===== src/rtl/tdc_spi_pkg.sv =====
package tdc_spi_pkg;
  localparam int OP_W    = 8;
  localparam int ADDR_W  = 4;
  localparam int DATA_W  = 32;
  localparam int FRAME_W = OP_W + DATA_W;
  localparam int BIT_W   = $clog2(FRAME_W + 1);

  typedef enum logic [1:0] {
    CMD_POR   = 2'd0,
    CMD_INIT  = 2'd1,
    CMD_WRITE = 2'd2,
    CMD_READ  = 2'd3
  } cmd_kind_e;

  typedef enum logic [2:0] {
    ST_IDLE,
    ST_SETUP,
    ST_SHIFT,
    ST_HOLD,
    ST_GAP
  } eng_state_e;

  // Opcode byte; the address fills the low nibble for register access.
  function automatic logic [OP_W-1:0] opcode_for(cmd_kind_e k, logic [ADDR_W-1:0] a);
    case (k)
      CMD_POR:   return 8'h50;
      CMD_INIT:  return 8'h70;
      CMD_WRITE: return {4'h8, a};
      default:   return {4'hB, a};
    endcase
  endfunction

  // Total SCK pulses for one command.
  function automatic logic [BIT_W-1:0] frame_bits(cmd_kind_e k, logic long_rd);
    case (k)
      CMD_WRITE: return BIT_W'(FRAME_W);
      CMD_READ:  return long_rd ? BIT_W'(OP_W + 32) : BIT_W'(OP_W + 16);
      default:   return BIT_W'(OP_W);
    endcase
  endfunction
endpackage


===== src/rtl/tdc_spi_sck_gen.sv =====
module tdc_spi_sck_gen #(
  parameter int HALF_CYC = 3
) (
  input  logic clk,
  input  logic rst_n,
  input  logic run,
  output logic sck,
  output logic rise_stb,
  output logic fall_stb,
  output logic bit_end
);
  localparam int PER  = 2 * HALF_CYC;
  localparam int PH_W = $clog2(PER);

  logic [PH_W-1:0] ph;

  // Strobes mark the edge on which SCK changes.
  assign rise_stb = run && (ph == '0);
  assign fall_stb = run && (ph == PH_W'(HALF_CYC));
  assign bit_end  = run && (ph == PH_W'(PER - 1));

  always_ff @(posedge clk or negedge rst_n) begin
    if (!rst_n) begin
      ph  <= '0;
      sck <= 1'b0;
    end else if (!run) begin
      ph  <= '0;
      sck <= 1'b0;
    end else begin
      ph <= bit_end ? '0 : ph + 1'b1;
      if (rise_stb)      sck <= 1'b1;
      else if (fall_stb) sck <= 1'b0;
    end
  end
endmodule


===== src/rtl/tdc_spi_shifter.sv =====
module tdc_spi_shifter #(
  parameter int FRAME_W = 40,
  parameter int RX_W    = 32
) (
  input  logic               clk,
  input  logic               rst_n,
  input  logic               load,
  input  logic [FRAME_W-1:0] load_frame,
  input  logic               shift_out,
  input  logic               capture,
  input  logic               quiet,
  input  logic               miso,
  output logic               mosi,
  output logic [RX_W-1:0]    rx_data
);
  logic [FRAME_W-1:0] tx;

  always_ff @(posedge clk or negedge rst_n) begin
    if (!rst_n) begin
      tx      <= '0;
      mosi    <= 1'b0;
      rx_data <= '0;
    end else if (load) begin
      tx      <= load_frame;
      mosi    <= 1'b0;
      rx_data <= '0;
    end else begin
      if (shift_out) begin
        mosi <= tx[FRAME_W-1];
        tx   <= {tx[FRAME_W-2:0], 1'b0};
      end else if (quiet) begin
        mosi <= 1'b0;
      end
      if (capture) rx_data <= {rx_data[RX_W-2:0], miso};
    end
  end
endmodule


===== src/rtl/tdc_spi_cmd.sv =====
module tdc_spi_cmd
  import tdc_spi_pkg::*;
#(
  parameter int HALF_CYC  = 3,
  parameter int SETUP_CYC = 1,
  parameter int HOLD_CYC  = 4,
  parameter int GAP_CYC   = 5
) (
  input  logic        clk,
  input  logic        rst_n,
  input  logic        req_valid,
  output logic        req_ready,
  input  logic [1:0]  req_kind,
  input  logic [3:0]  req_addr,
  input  logic [31:0] req_wdata,
  input  logic        req_rd32,
  output logic        rsp_valid,
  output logic [31:0] rsp_rdata,
  output logic        spi_ssn,
  output logic        spi_sck,
  output logic        spi_mosi,
  input  logic        spi_miso,
  output logic        tdc_rst_n
);
  localparam int TMAX_A = (SETUP_CYC > HOLD_CYC) ? SETUP_CYC : HOLD_CYC;
  localparam int TMAX   = (TMAX_A > GAP_CYC) ? TMAX_A : GAP_CYC;
  localparam int CNT_W  = $clog2(TMAX + 1);

  eng_state_e         state;
  logic [CNT_W-1:0]   cnt;
  logic [BIT_W-1:0]   bit_idx, nbits;
  logic               is_read, ssn_q, done_q;
  cmd_kind_e          kind_in;
  logic [FRAME_W-1:0] load_frame;
  logic               accept, run, last_bit, hold_done, capture;
  logic               rise_stb, fall_stb, bit_end;

  // Converter reset is issued over the serial link, so the pin stays high.
  assign tdc_rst_n = 1'b1;

  assign kind_in    = cmd_kind_e'(req_kind);
  assign load_frame = {opcode_for(kind_in, req_addr),
                       (kind_in == CMD_WRITE) ? req_wdata : {DATA_W{1'b0}}};
  assign req_ready  = (state == ST_IDLE);
  assign accept     = req_valid && req_ready;
  assign run        = (state == ST_SHIFT);
  assign last_bit   = (bit_idx == nbits - 1'b1);
  assign hold_done  = (state == ST_HOLD) && (cnt == CNT_W'(HOLD_CYC - 1));
  assign capture    = fall_stb && is_read && (bit_idx >= BIT_W'(OP_W));
  assign spi_ssn    = ssn_q;
  assign rsp_valid  = done_q;

  tdc_spi_sck_gen #(.HALF_CYC(HALF_CYC)) u_sck (
    .clk      (clk),
    .rst_n    (rst_n),
    .run      (run),
    .sck      (spi_sck),
    .rise_stb (rise_stb),
    .fall_stb (fall_stb),
    .bit_end  (bit_end)
  );

  tdc_spi_shifter #(.FRAME_W(FRAME_W), .RX_W(DATA_W)) u_shift (
    .clk        (clk),
    .rst_n      (rst_n),
    .load       (accept),
    .load_frame (load_frame),
    .shift_out  (rise_stb),
    .capture    (capture),
    .quiet      (hold_done),
    .miso       (spi_miso),
    .mosi       (spi_mosi),
    .rx_data    (rsp_rdata)
  );

  always_ff @(posedge clk or negedge rst_n) begin
    if (!rst_n) begin
      state   <= ST_IDLE;
      cnt     <= '0;
      bit_idx <= '0;
      nbits   <= '0;
      is_read <= 1'b0;
      ssn_q   <= 1'b1;
      done_q  <= 1'b0;
    end else begin
      done_q <= 1'b0;
      case (state)
        ST_IDLE: if (accept) begin
          ssn_q   <= 1'b0;
          nbits   <= frame_bits(kind_in, req_rd32);
          is_read <= (kind_in == CMD_READ);
          bit_idx <= '0;
          cnt     <= '0;
          state   <= ST_SETUP;
        end
        ST_SETUP: if (cnt == CNT_W'(SETUP_CYC - 1)) begin
          cnt   <= '0;
          state <= ST_SHIFT;
        end else cnt <= cnt + 1'b1;
        ST_SHIFT: if (bit_end) begin
          if (last_bit) begin
            cnt   <= '0;
            state <= ST_HOLD;
          end else bit_idx <= bit_idx + 1'b1;
        end
        ST_HOLD: if (hold_done) begin
          ssn_q  <= 1'b1;
          done_q <= 1'b1;
          cnt    <= '0;
          state  <= ST_GAP;
        end else cnt <= cnt + 1'b1;
        ST_GAP: if (cnt == CNT_W'(GAP_CYC - 1)) begin
          cnt   <= '0;
          state <= ST_IDLE;
        end else cnt <= cnt + 1'b1;
        default: state <= ST_IDLE;
      endcase
    end
  end

  // Checks
  logic [CNT_W-1:0] hi_cnt;
  always_ff @(posedge clk or negedge rst_n) begin
    if (!rst_n)                         hi_cnt <= CNT_W'(GAP_CYC);
    else if (!spi_ssn)                  hi_cnt <= '0;
    else if (hi_cnt != CNT_W'(GAP_CYC)) hi_cnt <= hi_cnt + 1'b1;
  end

  assert_sck_gated_R6: assert property (@(posedge clk) disable iff (!rst_n)
    spi_ssn |-> !spi_sck);
  assert_mosi_steady_R5: assert property (@(posedge clk) disable iff (!rst_n)
    (spi_sck && $past(spi_sck)) |-> $stable(spi_mosi));
  assert_done_one_cycle_R11: assert property (@(posedge clk) disable iff (!rst_n)
    rsp_valid |=> !rsp_valid);
  assert_start_handshake_R10: assert property (@(posedge clk) disable iff (!rst_n)
    $fell(spi_ssn) |-> $past(req_valid && req_ready));
  assert_gap_met_R9: assert property (@(posedge clk) disable iff (!rst_n)
    $fell(spi_ssn) |-> (hi_cnt >= CNT_W'(GAP_CYC)));
endmodule


===== config.mk =====
export PLATFORM = sky130hd
export DESIGN_NAME = tdc_spi_cmd
export DESIGN_NICKNAME = d
export VERILOG_FILES = /design/src/rtl/tdc_spi_pkg.sv /design/src/rtl/tdc_spi_sck_gen.sv /design/src/rtl/tdc_spi_shifter.sv /design/src/rtl/tdc_spi_cmd.sv
export SDC_FILE = /design/constraint.sdc
export NUM_CORES = 1
export LEC_CHECK = 0
export BUFFER_PORTS_ARGS = -buffer_cell sky130_fd_sc_hd__buf_2
export CAP_MARGIN = 30
export CELL_PAD_IN_SITES_DETAIL_PLACEMENT = 2
export CELL_PAD_IN_SITES_GLOBAL_PLACEMENT = 2
export CORE_UTILIZATION = 33
export CTS_CLUSTER_DIAMETER = 200
export DETAILED_ROUTE_END_ITERATION = 12
export PLACE_DENSITY = 0.87
export SLEW_MARGIN = 5
export SYNTH_ARGS = -nofsm -noshare
export SYNTH_HDL_FRONTEND = slang
export SYNTH_SLANG_ARGS = --single-unit

===== constraint.sdc =====
create_clock -name clk -period 2.1 [get_ports clk]
set_input_delay 0.21 -clock clk [delete_from_list [all_inputs] [get_ports clk]]
set_output_delay 0.21 -clock clk [all_outputs]
set_load 0.005 [all_outputs]

## Word level (Yosys, flattened, before mapping)

Index checks and enable logic that the tools add are counted.

- Register bits after elaboration: 98
- Latch bits: 0
- Memory bits (writable): 0
- Bits in read-only memories: 0
- Bits of input ports: 43
- Output and inout port bits: 38
- Word-level logic and storage cells: 98
- Memories kept: 0

- Add/subtract/negate cells: 4
- Multiply operators: 0
- Divide/modulo/power cells: 0
- Order comparisons: 1
- Equal/unequal tests: 20
- Shifts and indexed selects: 0
- Muxes and demuxes: 39
- Bitwise logic cells: 0
- Reduce and logical (&&, ||, !) cells: 22

Operators with widths:

| kind | count |
|---|---|
| 32-bit two-way mux | 3 |
| 40-bit two-way mux | 2 |
| 3-bit two-way mux | 14 |
| 3-bit one-hot mux with 5 select lines | 2 |
| 6-bit two-way mux | 4 |
| 6-bit one-hot mux with 2 select lines | 2 |
| 8-bit one-hot mux with 3 select lines | 1 |
| 3-bit by 2-bit equality test with 1-bit output (second input constant) | 4 |
| 2-bit inequality test (second input constant) | 6 |
| 1-bit two-way mux | 10 |
| 3-bit equality test (second input constant) | 3 |
| 3-bit logical NOT | 3 |
| 4-bit AND reduction | 2 |
| 2-bit nonzero test | 4 |
| 1-bit logical AND | 7 |
| 3-bit by 1-bit adder with 3-bit output (second input constant) | 2 |
| 6-bit by 1-bit adder with 6-bit output (second input constant) | 1 |
| 6-bit equality test | 1 |
| 6-bit by 4-bit >= comparator with 1-bit output (second input constant) | 1 |
| 6-bit AND reduction | 1 |
| 6-bit by 1-bit subtractor with 6-bit output (second input constant) | 1 |
| 5-bit nonzero test | 1 |
| 2-bit equality test (second input constant) | 2 |
| 3-bit by 1-bit equality test with 1-bit output (second input constant) | 1 |
| other kinds (8) | 8 |

## Logic depth before layout (Yosys ltp)

- Depth in word-level cells: 6
- Depth in mapped cells: 7
- Gate-level depth less buffers: 6

## Hierarchy

A second synthesis with hierarchy kept.

- Cells, all modules: 459
- Area, all modules: 4,739.5 um^2

Modules (own cells, without submodules):

| module | instances | cells each | area an instance (um^2) | seq. area each (um^2) |
|---|---|---|---|---|
| tdc_spi_shifter | 1 | 281 | 3,170.5 | 1,826.8 |
| tdc_spi_cmd | 1 | 156 | 1,322.5 | 451.7 |
| tdc_spi_sck_gen | 1 | 22 | 246.5 | 100.1 |

## Least setup slack after synthesis

OpenSTA, ideal clock, no wires.

- Kind: register to register
- Start: reg nbits[3]
- End: reg cnt[0]
- Library setup time: 0.125 ns
- Arrival time: 1.629 ns
- Required time: 1.975 ns
- Setup slack: 0.346 ns
- Stages on the path, launching flop included: 7
- Buffers on the path: 0
- Clock period less this slack: 1.754 ns
- Path through: dfrtp_1 inv_1 ha_1 xnor3_1 nand4_1 o311a_1 mux2_2

- Longest elaborated chain between the ends: 4

RTL lines:

| element | line | source |
|---|---|---|
| from (decl) | tdc_spi_cmd.sv:31 | `logic [BIT_W-1:0] bit_idx, nbits;` |
| from (signal assigned) | tdc_spi_cmd.sv:90 | `nbits <= frame_bits(kind_in, req_rd32);` |
| 6-bit by 1-bit subtractor with 6-bit output | tdc_spi_cmd.sv:47 | `assign last_bit = (bit_idx == nbits - 1'b1);` |
| 6-bit equality test | tdc_spi_cmd.sv:47 |  |
| 2-bit inequality test (no line) | n/a |  |
| 4-bit AND reduction (no line) | n/a |  |
| to (signal assigned) | tdc_spi_cmd.sv:99 | `end else cnt <= cnt + 1'b1;` |
| to (signal assigned) | tdc_spi_cmd.sv:111 | `end else cnt <= cnt + 1'b1;` |
| to (signal assigned) | tdc_spi_cmd.sv:115 | `end else cnt <= cnt + 1'b1;` |
| to (decl) | tdc_spi_cmd.sv:30 | `logic [CNT_W-1:0] cnt;` |

No other way between the ends.
A chain may end at the register's enable or synchronous reset.

## Worst setup path in the final report

- Start: reg nbits[3]
- End: reg bit_idx[3]

- Longest elaborated chain between the ends: 4

RTL lines:

| element | line | source |
|---|---|---|
| 6-bit by 1-bit subtractor with 6-bit output | tdc_spi_cmd.sv:47 |  |
| 6-bit equality test | tdc_spi_cmd.sv:47 |  |
| 2-bit inequality test (no line) | n/a |  |
| 4-bit AND reduction (no line) | n/a |  |
| to (signal assigned) | tdc_spi_cmd.sv:104 | `end else bit_idx <= bit_idx + 1'b1;` |
| to (decl) | tdc_spi_cmd.sv:31 |  |

No other way between the ends.

==> impl_metrics.ini <==
[finish]
final_core_util_pct = 41.0
nets = 598
drive_above_1_share_pct = 21.7
n_antenna_cell = 0
fill_cells = 1482
area_delta_synth_final_pct = 20.8

[floorplan]
dieArea_mm2 = 0.0141
start_util_pct = 34.0
core_mm2 = 0.0132
die_width_um = 119
chipHeight_um = 119
rows = 42
ios = 81

[critical_path]
cp.arrival_ns = 2.17
path_class = reg -> reg
cpPeakStageDelay_ns = 0.40
required_ns = 2.33
cp_top_family = compound AO/OA/AOI/OAI gates
path_cells = inv_1 -> ha_1 -> xnor3_1 -> nand4_1 -> buf_4 -> a41oi_1 -> a211o_1
r2r_end = bit_idx[3]
start_kind = flip-flop
reg2reg_depth = 7
cp_max_fo = 12
reg2reg_slack_ns = 0.17
worst_path_max_delay_cell = dfrtp_1
r2r-start = nbits[3]
path_buf_inv = 2
cp-end-kind = flip-flop

[drt]
wl_per_cell_um = 18.4
viasPerCell = 5.18
ant_nets = 0
dr.pass1.iters = 4
drcViolationCount = 0
drtIter0Drc = 158
wl_um = 13300
vias = 3759

[timing]
final_max_slew_viol_count = 0
fmax_mhz = 518
rsz0062_at_grt = no
finalCriticalPeriod_ns = 1.93
tightest_slew_ns = 0.531
fin_tns_setup_ns = 0
skew_ns = 0.00679
hold_violations = 0
fin_crit_sh_pct = 92.0
setup_viol = 0
slew-limit-headroom_pct = 64.4

[global_routing]
grt_pass1_vias = 4285
grt_usage_pct = 20.2
grt_max_degree = 65
overflow = 0
grt_pass1_wl_um = 22400
antenna_found_initial = 0

[cts]
insertion_delay_ns = 0.35
clock-sinks = 95
cts_made_buffers = 9
cts_tree = built
clock-root-buffer = clkbuf_16
clk_pin_slew_ns = 0.07
htree_levels = 3
cts_buffer_depth = 2

[logic_synthesis]
synth_compound_area_share_pct = 19.2
synth-edff-count = 0
syn_nets = 526
syn-instance-count = 473
synth_xor_area_share_pct = 0.890
ys_async_sr_fraction_pct = 100
ys_seq_area_share_pct = 52.9
synthDistinctLibCells = 56
synth-seq-cells = 95
ys.flop_type = dfrtp_1
synth_mux_area_share_pct = 1.59
yosys.area_share.adder_pct = 2.78
yosys.area_share.simple_pct = 17.2
synth_top_family_by_area = compound AO/OA/AOI/OAI gates
mappedNetlistArea_mm2 = 0.00450
syn_area_per_cell_um2 = 9.51
yosysWarnings = 0

[worst_hold_path]
min_from = spi_miso
whs_path_depth = 3
min_to = u_shift.rx_data[0]
min_path_type = in -> reg

[power]
p_leak_nw = 2.54
power_density_mw_per_mm2 = 1370
total_power_mw = 7.46
peakVddDrop_mv = 0.562

[place]
gp_congestion = 0.770
numPortBuffers = 79
place_hpwl_um = 8990

[status]
status = completed

[run]
maxCapViolCount = 0
## worst reg2reg max path: stages (launching register included)
cell	delay (ns)
dfrtp_1	0.40
inv_1	0.09
ha_1	0.16
xnor3_1	0.39
nand4_1	0.14
buf_4	0.21
a41oi_1	0.14
a211o_1	0.29
## synthesized netlist by cell type, drive strengths merged, types with 2 or more instances
| library cell | instances | area share, % |
|---|---|---|
| a211o | 2 | 0.39 |
| a21oi | 7 | 0.78 |
| a2bb2oi | 32 | 6.2 |
| a31oi | 2 | 0.28 |
| and3 | 4 | 0.56 |
| buf | 21 | 2.9 |
| clkbuf | 14 | 1.2 |
| dfrtp | 94 | 52 |
| ha | 10 | 2.8 |
| inv | 15 | 1.3 |
| mux2i | 6 | 1.3 |
| nand2 | 122 | 10 |
| nand2b | 5 | 0.70 |
| nand3 | 9 | 1.0 |
| nand4 | 4 | 0.56 |
| nor2 | 12 | 1.3 |
| nor2b | 3 | 0.42 |
| nor3 | 2 | 0.22 |
| nor4b | 2 | 0.72 |
| o211ai | 2 | 0.33 |
| o21ai | 76 | 8.5 |
| o31ai | 2 | 0.33 |
| xor2 | 2 | 0.39 |
## worst max-delay path by stage
| stage | startpoint | end | slack (ns) | cells past startpoint |
|---|---|---|---|---|
| 2_1_floorplan | nbits[3] | cnt[0] | 0.35 | 6 |
| 3_3_place_gp | state[1] | u_shift.tx[6] | 0.23 | 5 |
| 3_5_place_dp | state[1] | u_shift.tx[7] | 0.1 | 5 |
| 4_1_cts | state[1] | u_shift.tx[7] | 0.002 | 5 |
| 5_1_grt | nbits[3] | bit_idx[3] | 0.07 | 7 |
| 6_report | nbits[3] | bit_idx[3] | 0.17 | 7 |
## state kept, by name, summed over array words and instances (netlist names)
name             flops
state                3
u_shift.mosi         1
u_sck.sck            1
u_shift.tx          40
u_shift.rx_data     32
nbits                3
spi_ssn              1
u_sck.ph             3
is_read              1
cnt                  3
bit_idx              6
rsp_valid            1
## cell type report
type                            count  area, um^2  share of cell area (%)
Multi-Input combinational cell    328        1880                    34.7
Tap cell                          176         220                    4.05
Timing Repair Buffer               96         566                    10.4
Clock buffer                       11         233                    4.28
Clock inverter                      4        95.1                    1.75
Sequential cell                    95        2380                    43.8
Inverter                           15        56.3                    1.04
## cell families (layout without fill, tap and decap cells)
group | count (synthesis) | count (layout)
AND/OR/NAND/NOR | 171 | 171
AO/OA/AOI/OAI | 136 | 136
flip-flops | 95 | 95
buffers and inverters | 50 | 126
adder cells (fa/ha/maj) | 10 | 10
multiplexers | 7 | 7
XOR/XNOR | 3 | 3
other | 1 | 1
## placed cells by master (no fill, tap or decap), types with 6 or more instances in the layout
cell type / instances
a21oi_1: 7
a2bb2oi_1: 32
buf_2: 78
buf_4: 14
clkbuf_16: 9
dfrtp_1: 93
ha_1: 10
inv_1: 15
mux2i_1: 6
nand2_1: 120
nand3_1: 9
nor2_1: 10
o21ai_0: 60
o21ai_1: 16
## where the power goes
part	leakage, nW	switching (mW)	total, mW	internal, mW
Combinational	1.17	1.52	2.72	1.21
Clock	0.160	0.694	1.85	1.16
Sequential	1.22	0.472	2.88	2.41
Total	2.54	2.68	7.46	4.78
## metal layers
layer	share of wire, %	up-vias	wire [um]	global-route usage [%]
met2	51	64	6750	35.1
met5	0	-	0	0
met1	45	1920	5940	25.0
met4	1.7	0	230	6.01
li1	-	1762	-	-
met3	3.0	13	396	4.39
## through the flow
stage	setup slack [ns]	hold slack (ns)	instances	area, um^2
floorplan	0.346	-0.0856	473	4500
global placement	0.229	0.153	709	5090
detailed placement	0.0980	0.163	709	5090
CTS	0.00246	0.0584	725	5430
global route	0.0652	0.0731	725	5430
finish	0.169	0.0633	725	5430
## repair_timing
item / CTS / global route
resized for setup: 0 / 2
hold buffers: 1 / 0
endpoints found under the hold margin: 26 / 0
setup endpoints to repair: 0 / 26
buffers inserted: 0 / 0
(Power assumes the default switching activity.)
